## src/rtl/banked_rf_pkg.sv

```systemverilog
package banked_rf_pkg;

  typedef enum logic [2:0] {
    BK_USR = 3'd0,
    BK_FIQ = 3'd1,
    BK_IRQ = 3'd2,
    BK_SVC = 3'd3,
    BK_ABT = 3'd4,
    BK_UND = 3'd5
  } bank_e;

  localparam int NBANK     = 6;
  localparam int NPHYS     = 31;
  localparam int PAW       = $clog2(NPHYS);
  localparam int PC_NUM    = 15;
  localparam int LR_NUM    = 14;
  localparam int FIQ_BASE  = 16;  // fast-interrupt copies of r8..r12
  localparam int EXC_BASE  = 21;  // per-mode r13/r14 pairs

  localparam logic [4:0] MODE_USR = 5'b10000;
  localparam logic [4:0] MODE_FIQ = 5'b10001;
  localparam logic [4:0] MODE_IRQ = 5'b10010;
  localparam logic [4:0] MODE_SVC = 5'b10011;
  localparam logic [4:0] MODE_ABT = 5'b10111;
  localparam logic [4:0] MODE_UND = 5'b11011;
  localparam logic [4:0] MODE_SYS = 5'b11111;

  localparam int BIT_T = 5;
  localparam int BIT_F = 6;
  localparam int BIT_I = 7;

  function automatic logic [PAW-1:0] phys_idx(input bank_e b, input logic [3:0] r);
    logic [PAW-1:0] idx;
    if (r < 4'd8 || r == 4'(PC_NUM)) begin
      idx = PAW'(r);
    end else if (r < 4'd13) begin
      idx = (b == BK_FIQ) ? PAW'(r) + PAW'(FIQ_BASE - 8) : PAW'(r);
    end else if (b == BK_USR) begin
      idx = PAW'(r);
    end else begin
      idx = PAW'(EXC_BASE + 2 * (int'(b) - 1)) + ((r == 4'(LR_NUM)) ? PAW'(1) : PAW'(0));
    end
    return idx;
  endfunction

endpackage

```

## src/rtl/mode_decoder.sv

```systemverilog
module mode_decoder
  import banked_rf_pkg::*;
(
  input  logic [4:0] mode,
  output bank_e      bank
);
  always_comb begin
    unique case (mode)
      MODE_FIQ: bank = BK_FIQ;
      MODE_IRQ: bank = BK_IRQ;
      MODE_SVC: bank = BK_SVC;
      MODE_ABT: bank = BK_ABT;
      MODE_UND: bank = BK_UND;
      default:  bank = BK_USR;
    endcase
  end
endmodule

```

## src/rtl/gpr_store.sv

```systemverilog
module gpr_store #(
  parameter int W   = 32,
  parameter int N   = 31,
  parameter int NRD = 4,
  localparam int AW = $clog2(N)
) (
  input  logic          clk,
  input  logic          rst_n,
  input  logic [AW-1:0] rd_idx  [NRD],
  output logic [W-1:0]  rd_data [NRD],
  input  logic          gw_en,
  input  logic [AW-1:0] gw_idx,
  input  logic [W-1:0]  gw_data,
  input  logic          lw_en,
  input  logic [AW-1:0] lw_idx,
  input  logic [W-1:0]  lw_data
);
  logic [W-1:0] regs [N];

  for (genvar i = 0; i < N; i++) begin : g_reg
    always_ff @(posedge clk or negedge rst_n) begin
      if (!rst_n) begin
        regs[i] <= '0;
      end else if (lw_en && lw_idx == AW'(i)) begin
        regs[i] <= lw_data;
      end else if (gw_en && gw_idx == AW'(i)) begin
        regs[i] <= gw_data;
      end
    end
  end

  for (genvar k = 0; k < NRD; k++) begin : g_rd
    assign rd_data[k] = regs[rd_idx[k]];
  end
endmodule

```

## src/rtl/psr_store.sv

```systemverilog
module psr_store
  import banked_rf_pkg::*;
#(
  parameter int W = 32,
  parameter logic [W-1:0] RST_PSR = W'(8'hD3)
) (
  input  logic         clk,
  input  logic         rst_n,
  input  logic         cpsr_we,
  input  logic [W-1:0] cpsr_d,
  output logic [W-1:0] cpsr_q,
  input  logic         spsr_we,
  input  bank_e        spsr_wsel,
  input  logic [W-1:0] spsr_d,
  input  bank_e        spsr_rsel,
  output logic [W-1:0] spsr_rd
);
  logic [W-1:0] spsr [NBANK];

  always_ff @(posedge clk or negedge rst_n) begin
    if (!rst_n)       cpsr_q <= RST_PSR;
    else if (cpsr_we) cpsr_q <= cpsr_d;
  end

  assign spsr[0] = '0;  // user/system set keeps no saved copy

  for (genvar b = 1; b < NBANK; b++) begin : g_spsr
    always_ff @(posedge clk or negedge rst_n) begin
      if (!rst_n)                                      spsr[b] <= '0;
      else if (spsr_we && int'(spsr_wsel) == b)       spsr[b] <= spsr_d;
    end
  end

  assign spsr_rd = spsr[int'(spsr_rsel)];
endmodule

```

## src/rtl/banked_regfile.sv

```systemverilog
module banked_regfile
  import banked_rf_pkg::*;
#(
  parameter int W = 32,
  parameter logic [W-1:0] RST_PSR = W'(8'hD3)
) (
  input  logic         clk,
  input  logic         rst_n,
  input  logic [3:0]   rd_a_sel,
  output logic [W-1:0] rd_a_data,
  input  logic [3:0]   rd_b_sel,
  output logic [W-1:0] rd_b_data,
  input  logic         wr_en,
  input  logic [3:0]   wr_sel,
  input  logic [W-1:0] wr_data,
  input  logic         psr_wr_en,
  input  logic [W-1:0] psr_wr_data,
  input  logic         exc_enter,
  input  logic [4:0]   exc_target,
  input  logic         exc_return,
  output logic [W-1:0] cur_psr,
  output logic [W-1:0] saved_psr
);
  localparam int NRD  = 4;
  localparam int P_A  = 0;
  localparam int P_B  = 1;
  localparam int P_PC = 2;
  localparam int P_LR = 3;

  bank_e cur_bank, tgt_bank;
  logic  enter_ok, ret_ok;

  logic [PAW-1:0] rd_idx  [NRD];
  logic [W-1:0]   rd_data [NRD];

  logic           lw_en;
  logic [PAW-1:0] lw_idx;
  logic [W-1:0]   lw_data;

  logic           cpsr_we;
  logic [W-1:0]   cpsr_d;

  mode_decoder u_cur_dec (.mode(cur_psr[4:0]), .bank(cur_bank));
  mode_decoder u_tgt_dec (.mode(exc_target),   .bank(tgt_bank));

  assign enter_ok = exc_enter && (tgt_bank != BK_USR);
  assign ret_ok   = exc_return && !enter_ok && (cur_bank != BK_USR);

  assign rd_idx[P_A]  = phys_idx(cur_bank, rd_a_sel);
  assign rd_idx[P_B]  = phys_idx(cur_bank, rd_b_sel);
  assign rd_idx[P_PC] = PAW'(PC_NUM);
  assign rd_idx[P_LR] = phys_idx(cur_bank, 4'(LR_NUM));

  assign rd_a_data = rd_data[P_A];
  assign rd_b_data = rd_data[P_B];

  // Link traffic of entry/return; beats the general write on a clash.
  always_comb begin
    lw_en   = enter_ok || ret_ok;
    lw_idx  = PAW'(PC_NUM);
    lw_data = rd_data[P_LR];
    if (enter_ok) begin
      lw_idx  = phys_idx(tgt_bank, 4'(LR_NUM));
      lw_data = rd_data[P_PC];
    end
  end

  always_comb begin
    cpsr_we = 1'b1;
    cpsr_d  = cur_psr;
    if (enter_ok) begin
      cpsr_d[4:0]   = exc_target;
      cpsr_d[BIT_I] = 1'b1;
      cpsr_d[BIT_F] = cur_psr[BIT_F] | (tgt_bank == BK_FIQ);
    end else if (ret_ok) begin
      cpsr_d = saved_psr;
    end else if (psr_wr_en) begin
      cpsr_d = psr_wr_data;
    end else begin
      cpsr_we = 1'b0;
    end
  end

  gpr_store #(.W(W), .N(NPHYS), .NRD(NRD)) u_gpr (
    .clk     (clk),
    .rst_n   (rst_n),
    .rd_idx  (rd_idx),
    .rd_data (rd_data),
    .gw_en   (wr_en),
    .gw_idx  (phys_idx(cur_bank, wr_sel)),
    .gw_data (wr_data),
    .lw_en   (lw_en),
    .lw_idx  (lw_idx),
    .lw_data (lw_data)
  );

  psr_store #(.W(W), .RST_PSR(RST_PSR)) u_psr (
    .clk       (clk),
    .rst_n     (rst_n),
    .cpsr_we   (cpsr_we),
    .cpsr_d    (cpsr_d),
    .cpsr_q    (cur_psr),
    .spsr_we   (enter_ok),
    .spsr_wsel (tgt_bank),
    .spsr_d    (cur_psr),
    .spsr_rsel (cur_bank),
    .spsr_rd   (saved_psr)
  );
endmodule

```

## config.mk

```make
export PLATFORM = sky130hd
export DESIGN_NAME = banked_regfile
export DESIGN_NICKNAME = d
export VERILOG_FILES = /design/src/rtl/banked_rf_pkg.sv /design/src/rtl/mode_decoder.sv /design/src/rtl/gpr_store.sv /design/src/rtl/psr_store.sv /design/src/rtl/banked_regfile.sv
export SDC_FILE = /design/constraint.sdc
export NUM_CORES = 2
export LEC_CHECK = 0
export BUFFER_PORTS_ARGS = -buffer_cell sky130_fd_sc_hd__buf_2
export CAP_MARGIN = 0
export CORE_ASPECT_RATIO = 0.6
export CORE_UTILIZATION = 35
export CTS_CLUSTER_SIZE = 8
export DETAILED_ROUTE_END_ITERATION = 8
export PLACE_DENSITY = 0.54
export SLEW_MARGIN = 20
export SYNTH_ARGS = -nofsm -noshare
export SYNTH_HDL_FRONTEND = slang
export SYNTH_HIERARCHICAL = 1
export SYNTH_SLANG_ARGS = --single-unit
export TNS_END_PERCENT = 100
```

## constraint.sdc

```tcl
create_clock -name clk -period 6.1 [get_ports clk]
set_input_delay 0.915 -clock clk [delete_from_list [all_inputs] [get_ports clk]]
set_output_delay 0.915 -clock clk [all_outputs]
set_load 0.005 [all_outputs]
```

==> reports/qor.yml <==
status:
  run_status: "complete, but fails checks"
  violations: "hold timing, slew limit"
setup_path:
  required_ps: 5180
  end_kind: "output port"
  crit_type: "flop to output port"
  worst-r2r-cell-count: 20
  crit_fanout: 9
  start_kind: "flop"
  arrival_ps: 5170
clocking:
  cts_sinks: 1184
  cts_buffers: 174
  h-tree-depth: 4
  cts-root-buf: "clkbuf_16"
  clk_latency_ps: 900
  cts_buffer_depth: 4
  cts_hold_buf: 0
  cts_tree: "built"
  cts.clk_slew.worst_paths_ps: 50
die:
  dieArea_mm2: 0.256
  die_w_um: 652
  die_h_um: 392
  fp.coreArea_mm2: 0.251
  row_count: 142
  initial_utilization: 0.354
  io_pins: 215
synth:
  netlist_area_mm2: 0.0888
  synthFlopType: "dfrtp_1"
  yosysSeqAreaShare: 0.334
  ys_warn_count: 6
  synth_edf_count: 0
  ys_seq_elements: 1184
  yosysUniqueCellTypes: 78
  async_flop_share: 1.00
  syn_area_per_cell_um2: 10.5
  synthCells: 8445
power_and_ir_drop:
  cellLeakagePower_nw: 41.5
  vdd_drop_max_uv: 341
  powerDensity_mw_per_mm2: 436
timing:
  slew-limit-headroom: -2.72
  worstMarginPinSlew_ps: 5560
  finalCriticalPeriod_ps: 6080
  clock.fmax_ghz: 0.164
  setup_slack_ps: 19.3
  setup_viol: 0
  timing.final.hold_violations: 6
  finalCritPeriodShare: 0.997
  holdWs_ps: -22.2
  rsz0062_at_grt: "true"
  slew_viol_final: 32
  skew_ps: 59.8
drt:
  antenna_left: 0
  via_per_inst: 6.90
  drc: 0
  first_pass_iters: 9
  drt_wl_total_um: 430000
  wl_per_cell_um: 37.0
  drtIter0Drc: 13975
  via_count: 80026
global_routing:
  antenna_found_initial: 26
  grt_max_degree: 320
  overflow: 0
  grt_pass1_vias: 74633
  grt_first_pass_wirelength_um: 596000
  gr-usage-all-layers: 0.326
flow_run:
  drv_cap: 0
placed_design:
  gp_congestion: 0.957
  place_hpwl_um: 250000
  place_inst: 11339
  dpl_worst_slack_ps: 75.5
  io_buffers: 214
layout:
  fin_cells: 11605
  drive_gt1_frac: 0.233
  nNetsFinal: 8282
  syn_to_final_growth_pct: 11.5
worst_hold_path:
  hold_class: "input port to async pin"
-- cell type report --
class | count | area (um2)
clock buffers | 191 | 4440
diodes | 20 | 50.0
well taps | 3384 | 4230
clock inverters | 7 | 100
fillers | 24033 | 152000
repair buffers | 560 | 5170
flip-flops and latches | 1184 | 29600
multi-input cells | 6239 | 55400
inverters | 20 | 78.8
-- timing repair --
action / in CTS / in global routing
resized for setup: 51 / 14
pin swaps: 11 / 4
buffers inserted: 31 / 10
endpoints found under the hold margin: 0 / 0
setup endpoints to repair: 63 / 58
cloned: 7 / 0
-- per-stage QoR --
step / power (mW) / setup TNS (ps) / instance area [um2] / hold WS (ps) / utilization
global placement: 32.2 / 0 / 93600 / 464 / 0.373
floorplan: 25.0 / 0 / 88900 / 454 / -
global route: 44.6 / -247 / 99100 / 44.2 / 0.395
finish: 43.2 / 0 / 99100 / -22.2 / 0.395
detailed placement: 32.6 / 0 / 93600 / 474 / 0.373
CTS: 42.0 / -73.2 / 98900 / 87.5 / 0.394
-- critical path: stages, from the launching register on --
cell and delay (ps):
dfstp_2 610, nand2_2 120, nor3_4 230, inv_4 120, ha_1 250, xor2_2 160, ha_1 260, xnor2_4 320
xnor2_4 170, buf_4 200, o2bb2ai_4 260, mux4_2 380, nor2b_1 170, a2111oi_1 760, nor3_4 100, buf_2 170
-- metal layers --
layer	share of wire	vias to the layer above	global-route usage
met2	0.38	6946	0.425
met3	0.17	1339	0.161
li1	-	31478	-
met1	0.39	40231	0.445
met5	0.00067	-	0.00302
met4	0.054	32	0.148
-- worst paths after layout --
check	from	end	slack (ps)
hold / removal	rst_n	u_gpr/regs[440]	-20
setup / recovery	u_psr/cpsr_q[0]	rd_b_data[31]	20
hold reg to reg	u_psr/spsr[155]	u_psr/spsr[155]	480
setup reg to reg	u_psr/cpsr_q[0]	u_gpr/regs[575]	790
max in group asynchronous	rst_n	u_gpr/regs[561]	4100
min in group clk	exc_target[4]	u_psr/cpsr_q[4]	480
-- cells by family after synthesis --
| logic type | share of synthesized area |
|---|---|
| AOI/OAI and AO/OA | 0.144 |
| xor gates and xnor gates | 0.00235 |
| adders and majority gates | 0.00225 |
| buffers and inverters | 0.0534 |
| DFF | 0.334 |
| muxes | 0.379 |
| other | 0.0000845 |
| and+or+nand+nor | 0.0850 |
-- flip-flops by register name, summed over array words and instances (netlist names) --
name	flops
u_gpr/regs	992
u_psr/spsr	160
u_psr/cpsr_q	32
-- cell usage in the layout, fill, tap and decap left out, types with 63 or more instances in the layout --
cell type     n
buf_4       226
clkbuf_16   175
o21ai_0     449
buf_12      102
a31oi_1      90
mux4_2      675
nand3b_1     95
o22ai_1      98
o21ai_1      73
o211ai_1    183
nand2_1     695
nor2_1      551
buf_2       211
mux2i_1    1409
o2111ai_1    96
dfrtp_1    1179
a21oi_1     560
nand4_1      93
mux2_2      325
a22oi_1     268
a211oi_1     65
mux2_1       63
-- synth_stat cells (all sizes together), types with 90 or more instances --
cell type,number,area [um2]
a21oi,560,2800
a22oi,270,2030
a31oi,90,563
buf,389,2310
clkbuf,627,2360
dfrtp,1179,29500
mux2,390,4390
mux2i,1409,14100
mux4,675,15200
nand2,724,2720
nand3b,95,713
nand4,94,603
nor2,579,2220
o2111ai,96,841
o211ai,183,1370
o21ai,526,2650
o22ai,98,613
-- report_power, final --
| part | switching (mW) | leakage, nW | internal [mW] |
|---|---|---|---|
| logic | 12.1 | 23.8 | 8.25 |
| registers | 3.51 | 15.4 | 10.3 |
| clock network | 3.92 | 2.22 | 5.07 |
| total | 19.5 | 41.5 | 23.6 |
(Power assumes the default switching activity.)
